[src/rtl/ascii_dec2_to_s8.sv]
module ascii_dec2_to_s8 #(
  parameter logic [7:0] MINUS_CODE = 8'h2D,
  parameter logic [7:0] BLANK_CODE = 8'h20,
  parameter logic [7:0] NULL_CODE  = 8'h00,
  parameter logic [7:0] DIGIT_LO   = 8'h30,
  parameter logic [7:0] DIGIT_HI   = 8'h39
) (
  input  logic [7:0] sign_char,
  input  logic [7:0] tens_char,
  input  logic [7:0] units_char,
  output logic [7:0] value,
  output logic       bad
);

  logic [3:0] t_nib, u_nib;
  logic [5:0] partial;
  logic [6:0] mag7;
  logic [7:0] mag8, signed_res;
  logic       neg, tens_ok, units_ok, sign_ok;

  assign t_nib = tens_char[3:0];
  assign u_nib = units_char[3:0];

  assign tens_ok  = (tens_char  >= DIGIT_LO) && (tens_char  <= DIGIT_HI);
  assign units_ok = (units_char >= DIGIT_LO) && (units_char <= DIGIT_HI);
  assign neg      = (sign_char == MINUS_CODE);
  assign sign_ok  = neg || (sign_char == BLANK_CODE) || (sign_char == NULL_CODE);
  assign bad      = !(tens_ok && units_ok && sign_ok);

  assign partial = {1'b0, t_nib, 1'b0} + {2'b00, u_nib};
  assign mag7    = {t_nib, 3'b000} + {1'b0, partial};
  assign mag8    = {1'b0, mag7};

  assign signed_res = (mag8 ^ {8{neg}}) + {7'd0, neg};
  assign value      = bad ? 8'h00 : signed_res;

  logic [7:0] chk_pos;
  always_comb begin
    chk_pos = 8'(t_nib) * 8'd10 + 8'(u_nib);
    if (!bad && !neg) begin
      p_pos_value_r1: assert (value == chk_pos)
        else $error("p_pos_value_r1 value=%h exp=%h", value, chk_pos);
      p_pos_msb_r2: assert (value[7] == 1'b0)
        else $error("p_pos_msb_r2 value=%h", value);
    end
    if (!bad && neg) begin
      p_neg_value_r3: assert (value == 8'd0 - chk_pos)
        else $error("p_neg_value_r3 value=%h", value);
    end
    if (!bad && t_nib == 4'd0 && u_nib == 4'd0) begin
      p_zero_r4: assert (value == 8'h00)
        else $error("p_zero_r4 value=%h", value);
    end
    if (bad) begin
      p_bad_zero_r7: assert (value == 8'h00)
        else $error("p_bad_zero_r7 value=%h", value);
    end
    p_range_r9: assert ($signed(value) >= -8'sd99 && $signed(value) <= 8'sd99)
      else $error("p_range_r9 value=%h", value);
  end

endmodule

[config.mk]
export PLATFORM = sky130hd
export DESIGN_NAME = ascii_dec2_to_s8
export DESIGN_NICKNAME = d
export VERILOG_FILES = /design/src/rtl/ascii_dec2_to_s8.sv
export SDC_FILE = /design/constraint.sdc
export NUM_CORES = 1
export LEC_CHECK = 0
export ABC_AREA = 1
export BUFFER_PORTS_ARGS = -buffer_cell sky130_fd_sc_hd__buf_2
export CORE_MARGIN = 1
export CORE_UTILIZATION = 25
export DETAILED_ROUTE_END_ITERATION = 16
export GPL_ROUTABILITY_DRIVEN = 1
export PLACE_DENSITY = 0.48
export SLEW_MARGIN = 10
export SYNTH_ARGS = -nofsm -noshare
export SYNTH_HDL_FRONTEND = slang
export SYNTH_SLANG_ARGS = --single-unit
[constraint.sdc]
create_clock -name vclk -period 2.45
set_clock_uncertainty 0.15 [all_clocks]
set_input_delay 0.1225 -clock vclk [all_inputs]
set_output_delay 0.1225 -clock vclk [all_outputs]
set_load 0.005 [all_outputs]
==> flow_summary.ini, run 1 <==
[finish]
final_cell_mix = buf_2 (31), nand2_1 (19), inv_1 (18)
seqCellArea_sq_um = 0
nClkBuffers = 0
seq_cells = 0
antenna_cells = 0
layout_commonest_cell = buf_2
postLayoutCoreUtil = 0.3914
synthToLayoutAreaGrowth_pct = 44.51
multi_input_area_sq_um = 641.9
n_fill_cell = 283
nets = 191
drive_above_1_share = 0.4416
final_cells = 184

[logic_synthesis]
synth_area_leaders = ha_1 (16%), inv_1 (12%), nand2_1 (12%)
synth_top_area_frac = 0.1648
synth_cell_types = 23
yosysWarnings = 0
syn_avg_cell_area_sq_um = 5.839
syn_area_sq_um = 683.2
synth_seq_area_share = 0
synth_nets = 152
syn_inst = 117
yosys.area.top_type = ha_1

[min_path]
hold_class = input pin to primary output
min_path_cells = 7
hold_path_startpoint = tens_char[7]
worstHoldEndpoint = value[5]

[worst_setup_path]
cp.required_ns = 2.18
cp-end-kind = primary output
worst_path_max_delay_cell = fa_1
critPathMaxFanout = 3
slowest_delay_ns = 0.54
critical_path.most_common_cell = inv_1
start_kind = input pin
cp.arrival_ns = 2.10
path_cells = buf_8, inv_4, fa_1, inv_2, fa_2, nand2_1, inv_1, nor2_2, inv_1, nand2_2, nand2_4, nor2_4, nand3_2, nand2_1, inv_1, nor2_1, buf_2
cp_num_buf_inv = 7
critPathKind = input pin to primary output
path_delay_family = adder cells
cp_num_cells = 17

[timing]
hold_slack_ns = 0.5860
setup_slack_ns = 0.07412
rsz0062_at_grt = true
post-route-min-period_ns = 2.376
max_freq_mhz = 420.9
drv_slew = 0
min_period_over_period = 0.9697
slew_headroom = 0.8329
final_hold_viol_count = 0
worstMarginPinSlew_ns = 0.2484
setup-tns-final_ns = 0
finalSetupViolCount = 0

[pwr]
pwr-share-seq = 0
p_per_area_nw_per_um2 = 202.0
combPwrFrac = 1.000
clkPwrFrac = 0
p_leak_nw = 0.5604
p_int_mw = 0.08427
p_switching_mw = 0.1151
sw_frac_of_total = 0.5774
vdd_drop_max_mv = 0.09158

[floorplan]
start_util = 0.2708
die-height_microns = 54.28
dieArea_sq_um = 2946
io_pins = 33
die_x_microns = 54.28
core_area_sq_um = 2522
core.rowCount = 18

[route]
drt_iter0_drc = 4
viasPerCell = 4.255
routed_wl_microns = 1541
drt_first_pass_iters = 4
antenna_left = 0
wl_per_cell_microns = 8.375
drc = 0
vias = 783

[grt]
grt_pass1_vias = 707
antenna_found_initial = 0
gr-total-overflow = 0
grt_max_degree = 10
grt_pass1_wl_microns = 2642
grt_use_total = 0.1153

[placed_design]
portBuffers = 33
gp_congestion = 0.7385
dp_cells = 184
pre_cts_ws_ns = -0.1205
post-dp-hpwl_microns = 1391

[clock_network]
post_cts_buffers = 0
holdBufCountCts = 0

[job]
maxCapViolations = 0

[run_status]
outcome = finished clean
## stage by stage
| step | instance area (sq um) | total power [mW] |
|---|---|---|
| after CTS | 925.9 | 0.1771 |
| after detailed placement | 915.9 | 0.1697 |
| final | 987.2 | 0.1994 |
| after floorplan | 683.2 | 0.1195 |
| after global routing | 987.2 | 0.2283 |
| after global placement | 915.9 | 0.1667 |
## Yosys cell counts (2+ instances only)
master / number
nand2_1: 21
ha_1: 9
nand3_1: 13
nand2_4: 2
nor3_1: 3
nand2_2: 6
nor2_1: 14
nand3_2: 2
nor2_4: 4
inv_1: 22
inv_2: 3
o21ai_0: 2
a21oi_1: 4
nor4_1: 2
fa_1: 2
## cell type report
type                       count  share of cell area
timing repair buffer          37              0.2142
multi-input combinational     92              0.6502
inverter                      25             0.09759
tap                           30             0.03802
## cells by family after synthesis
kind of cell    synth area share
buf+inv                   0.1374
compound gates           0.04396
simple gates              0.5824
xor+xnor                 0.01282
fa+ha+maj                 0.2234
## power by group through the flow
stage | Combinational [mW] | Sequential (mW) | Clock [mW]
floorplan | 0.120 | 0 | 0
global placement | 0.167 | 0 | 0
detailed placement | 0.170 | 0 | 0
CTS | 0.177 | 0 | 0
global route | 0.228 | 0 | 0
finish | 0.199 | 0 | 0
## worst max-delay path by stage
stage	startpoint	end	slack, ns
after floorplan	tens_char[0]	value[7]	0.18
after CTS	tens_char[0]	value[7]	0.05
after detailed placement	tens_char[0]	value[7]	-0.12
after global routing	units_char[3]	value[7]	-0.09
after global placement	tens_char[0]	value[7]	-0.06
final	units_char[3]	value[7]	0.07
## timing repair
| item | CTS | global route |
|---|---|---|
| pin swaps | 1 | 13 |
| resized for setup | 3 | 18 |
| cloned | 0 | 0 |
| setup endpoints to repair | 3 | 4 |
## per-layer routing
layer,vias up,track usage,wire [microns]
met2,16,0.2297,736
met5,-,0,0
met3,0,0,48
met1,322,0.1412,756
met4,0,0.008547,0
li1,445,-,-
Power figures use the tool's default switching activity.
==> inputs of run 2 (changes only) <==
--- a/config.mk
+++ b/config.mk
@@ -5,7 +5,6 @@
 export SDC_FILE = /design/constraint.sdc
 export NUM_CORES = 1
 export LEC_CHECK = 0
-export ABC_AREA = 1
 export BUFFER_PORTS_ARGS = -buffer_cell sky130_fd_sc_hd__buf_2
 export CORE_MARGIN = 1
 export CORE_UTILIZATION = 25
@@ -16,3 +15,4 @@
 export SYNTH_ARGS = -nofsm -noshare
 export SYNTH_HDL_FRONTEND = slang
 export SYNTH_SLANG_ARGS = --single-unit
+export TNS_END_PERCENT = 20
==> run 2 against run 1 <==
Effect of this change:
- the flow now finishes with violations (negative setup slack)
- die area shrank 7.8%
- final cell count shrank 14%
- largest power group unchanged
- power grew 9.1%
- highest routed layer is now met4
- count of clock-buffer cells in the layout is the same
- critical path depth shrank 6
==> flow_summary.ini, run 2 <==
[floorplan]
io_pins = 33
start_util = 0.2734
die_x_microns = 52.13
core_area_sq_um = 2297
core.rowCount = 17
dieArea_sq_um = 2717
die-height_microns = 52.13

[placed_design]
post-dp-hpwl_microns = 1433
gp_congestion = 0.8223
portBuffers = 33
pre_cts_ws_ns = -0.2299

[finish]
final_cell_mix = buf_2 (31), buf_4 (15), nor2_1 (8)
synthToLayoutAreaGrowth_pct = 67.53
drive_above_1_share = 0.5615
antenna_cells = 0
postLayoutCoreUtil = 0.4581
seq_cells = 0
nets = 167
layout_commonest_cell = buf_2
seqCellArea_sq_um = 0
nClkBuffers = 0

[logic_synthesis]
synth_common_cells = ha_1 (9), nor2_1 (9), inv_1 (7)
synth_fa_ha_area_frac = 0.2430
synth_seq_area_share = 0
syn_avg_cell_area_sq_um = 7.567
synth_mux_area_frac = 0.01594
synth-compound-area-share = 0.1952
yosys.area_share.simple = 0.3506
synth_top_family_by_area = simple AND/OR/NAND/NOR gates
yosysWarnings = 0
synth_nets = 118
syn_inst = 83
synth_top_area_frac = 0.1793
synth_area_leaders = ha_1 (18%), xnor2_1 (7.0%), xor2_1 (7.0%)
yosys.area.top_type = ha_1
syn_area_sq_um = 628.1
synth_cell_types = 33
synth_xor_area_frac = 0.1394

[grt]
grt_pass1_wl_microns = 3111
antenna_found_initial = 0
grt_pass1_vias = 771
grt_max_degree = 10
grt_use_total = 0.1471
gr-total-overflow = 0

[worst_setup_path]
path_cells = buf_6, inv_2, fa_1, inv_2, fa_2, nor4b_4, nand4_1, o211a_4, o21a_1, nor3_2, buf_2
cp_num_buf_inv = 4
cp.required_ns = 2.18
worst_path_max_delay_cell = fa_1
critPathMaxFanout = 3
cp.arrival_ns = 2.24
cp-end-kind = primary output
slowest_delay_ns = 0.54
critical_path.most_common_cell = inv_2
critPathKind = input pin to primary output
path_delay_family = adder cells
start_kind = input pin

[route]
drt_iter0_drc = 2
antenna_left = 0
viasPerCell = 4.930
wl_per_cell_microns = 11.88
drt_first_pass_iters = 4
drc = 0
vias = 779
routed_wl_microns = 1877

[timing]
rsz0062_at_grt = true
final_hold_viol_count = 0
drv_slew = 0
finalSetupViolCount = 3
post-route-min-period_ns = 2.511
max_freq_mhz = 398.3
setup_slack_ns = -0.06079
min_period_over_period = 1.025
slew_headroom = 0.7795
worstMarginPinSlew_ns = 0.3298

[pwr]
p_leak_nw = 0.5288
vdd_drop_max_mv = 0.1045
p_total_mw = 0.2176
p_per_area_nw_per_um2 = 206.7

[job]
maxCapViolations = 0

[run_status]
violations = negative setup slack
outcome = finished with violations

[min_path]
hold_path_startpoint = tens_char[3]
worstHoldEndpoint = value[7]
min_path_cells = 5
hold_class = input pin to primary output
[run 2: cell count changes after synthesis, sizes merged, moves of 4 or more]
cell / previous run / this run
xnor2: 1 / 5
nand3: 15 / 1
nand2: 29 / 2
nand4: 1 / 6
nor2: 19 / 10
inv: 25 / 7
xor2: 0 / 5
[run 2: final cells by class]
type                            count  area (sq um)
Inverter                            7         26.28
Tap cell                           28         35.03
Multi-Input combinational cell     74         689.4
Timing Repair Buffer               49         301.5
Fill cell                         256          1245
[run 2: where the power goes]
part           leakage (nW)  switching, mW  internal, mW
Sequential                0              0             0
Combinational         0.529          0.108         0.110
Clock                     0              0             0
[run 2: per-layer routing]
layer  up-vias  track usage  wire [microns]
li1        398            -               -
met1       355       0.1799             798
met2        24       0.2906             991
met3         2            0              72
met4         0      0.01351              14
met5         -            0               0
[run 2: kinds of logic after synthesis]
group                    count (synthesis)
XOR/XNOR                                10
AO/OA/AOI/OAI                           18
multiplexers                             1
AND/OR/NAND/NOR                         34
buffers and inverters                    9
adder cells (fa/ha/maj)                 11
[run 2: metrics by stage]
step           instances  cell area (sq um)  setup TNS [ns]  hold slack [ns]
3_3_place_gp         157              934.6         -0.4813           0.5779
5_1_grt              158               1052         -0.5061           0.6649
6_report             158               1052        -0.09202           0.6077
2_1_floorplan         83              630.6               0           0.3048
3_5_place_dp         157              934.6         -0.6680           0.6018
4_1_cts              158               1030      -0.0001357           0.6050
[run 2: worst max path at each step]
stage / start / to / slack [ns] / cells after the start
2_1_floorplan: tens_char[0] / value[6] / 0.0003 / 9
4_1_cts: units_char[3] / value[6] / -0.0001 / 11
3_3_place_gp: tens_char[0] / value[6] / -0.18 / 11
5_1_grt: units_char[3] / value[7] / -0.14 / 11
3_5_place_dp: tens_char[0] / value[6] / -0.23 / 11
6_report: units_char[3] / value[6] / -0.06 / 11
[run 2: timing repair]
action                     CTS  global route
setup endpoints to repair    4             4
cloned                       0             0
hold buffers                 0             0
buffers inserted             1             0
resized for setup           20             4
pin swaps                   14             0
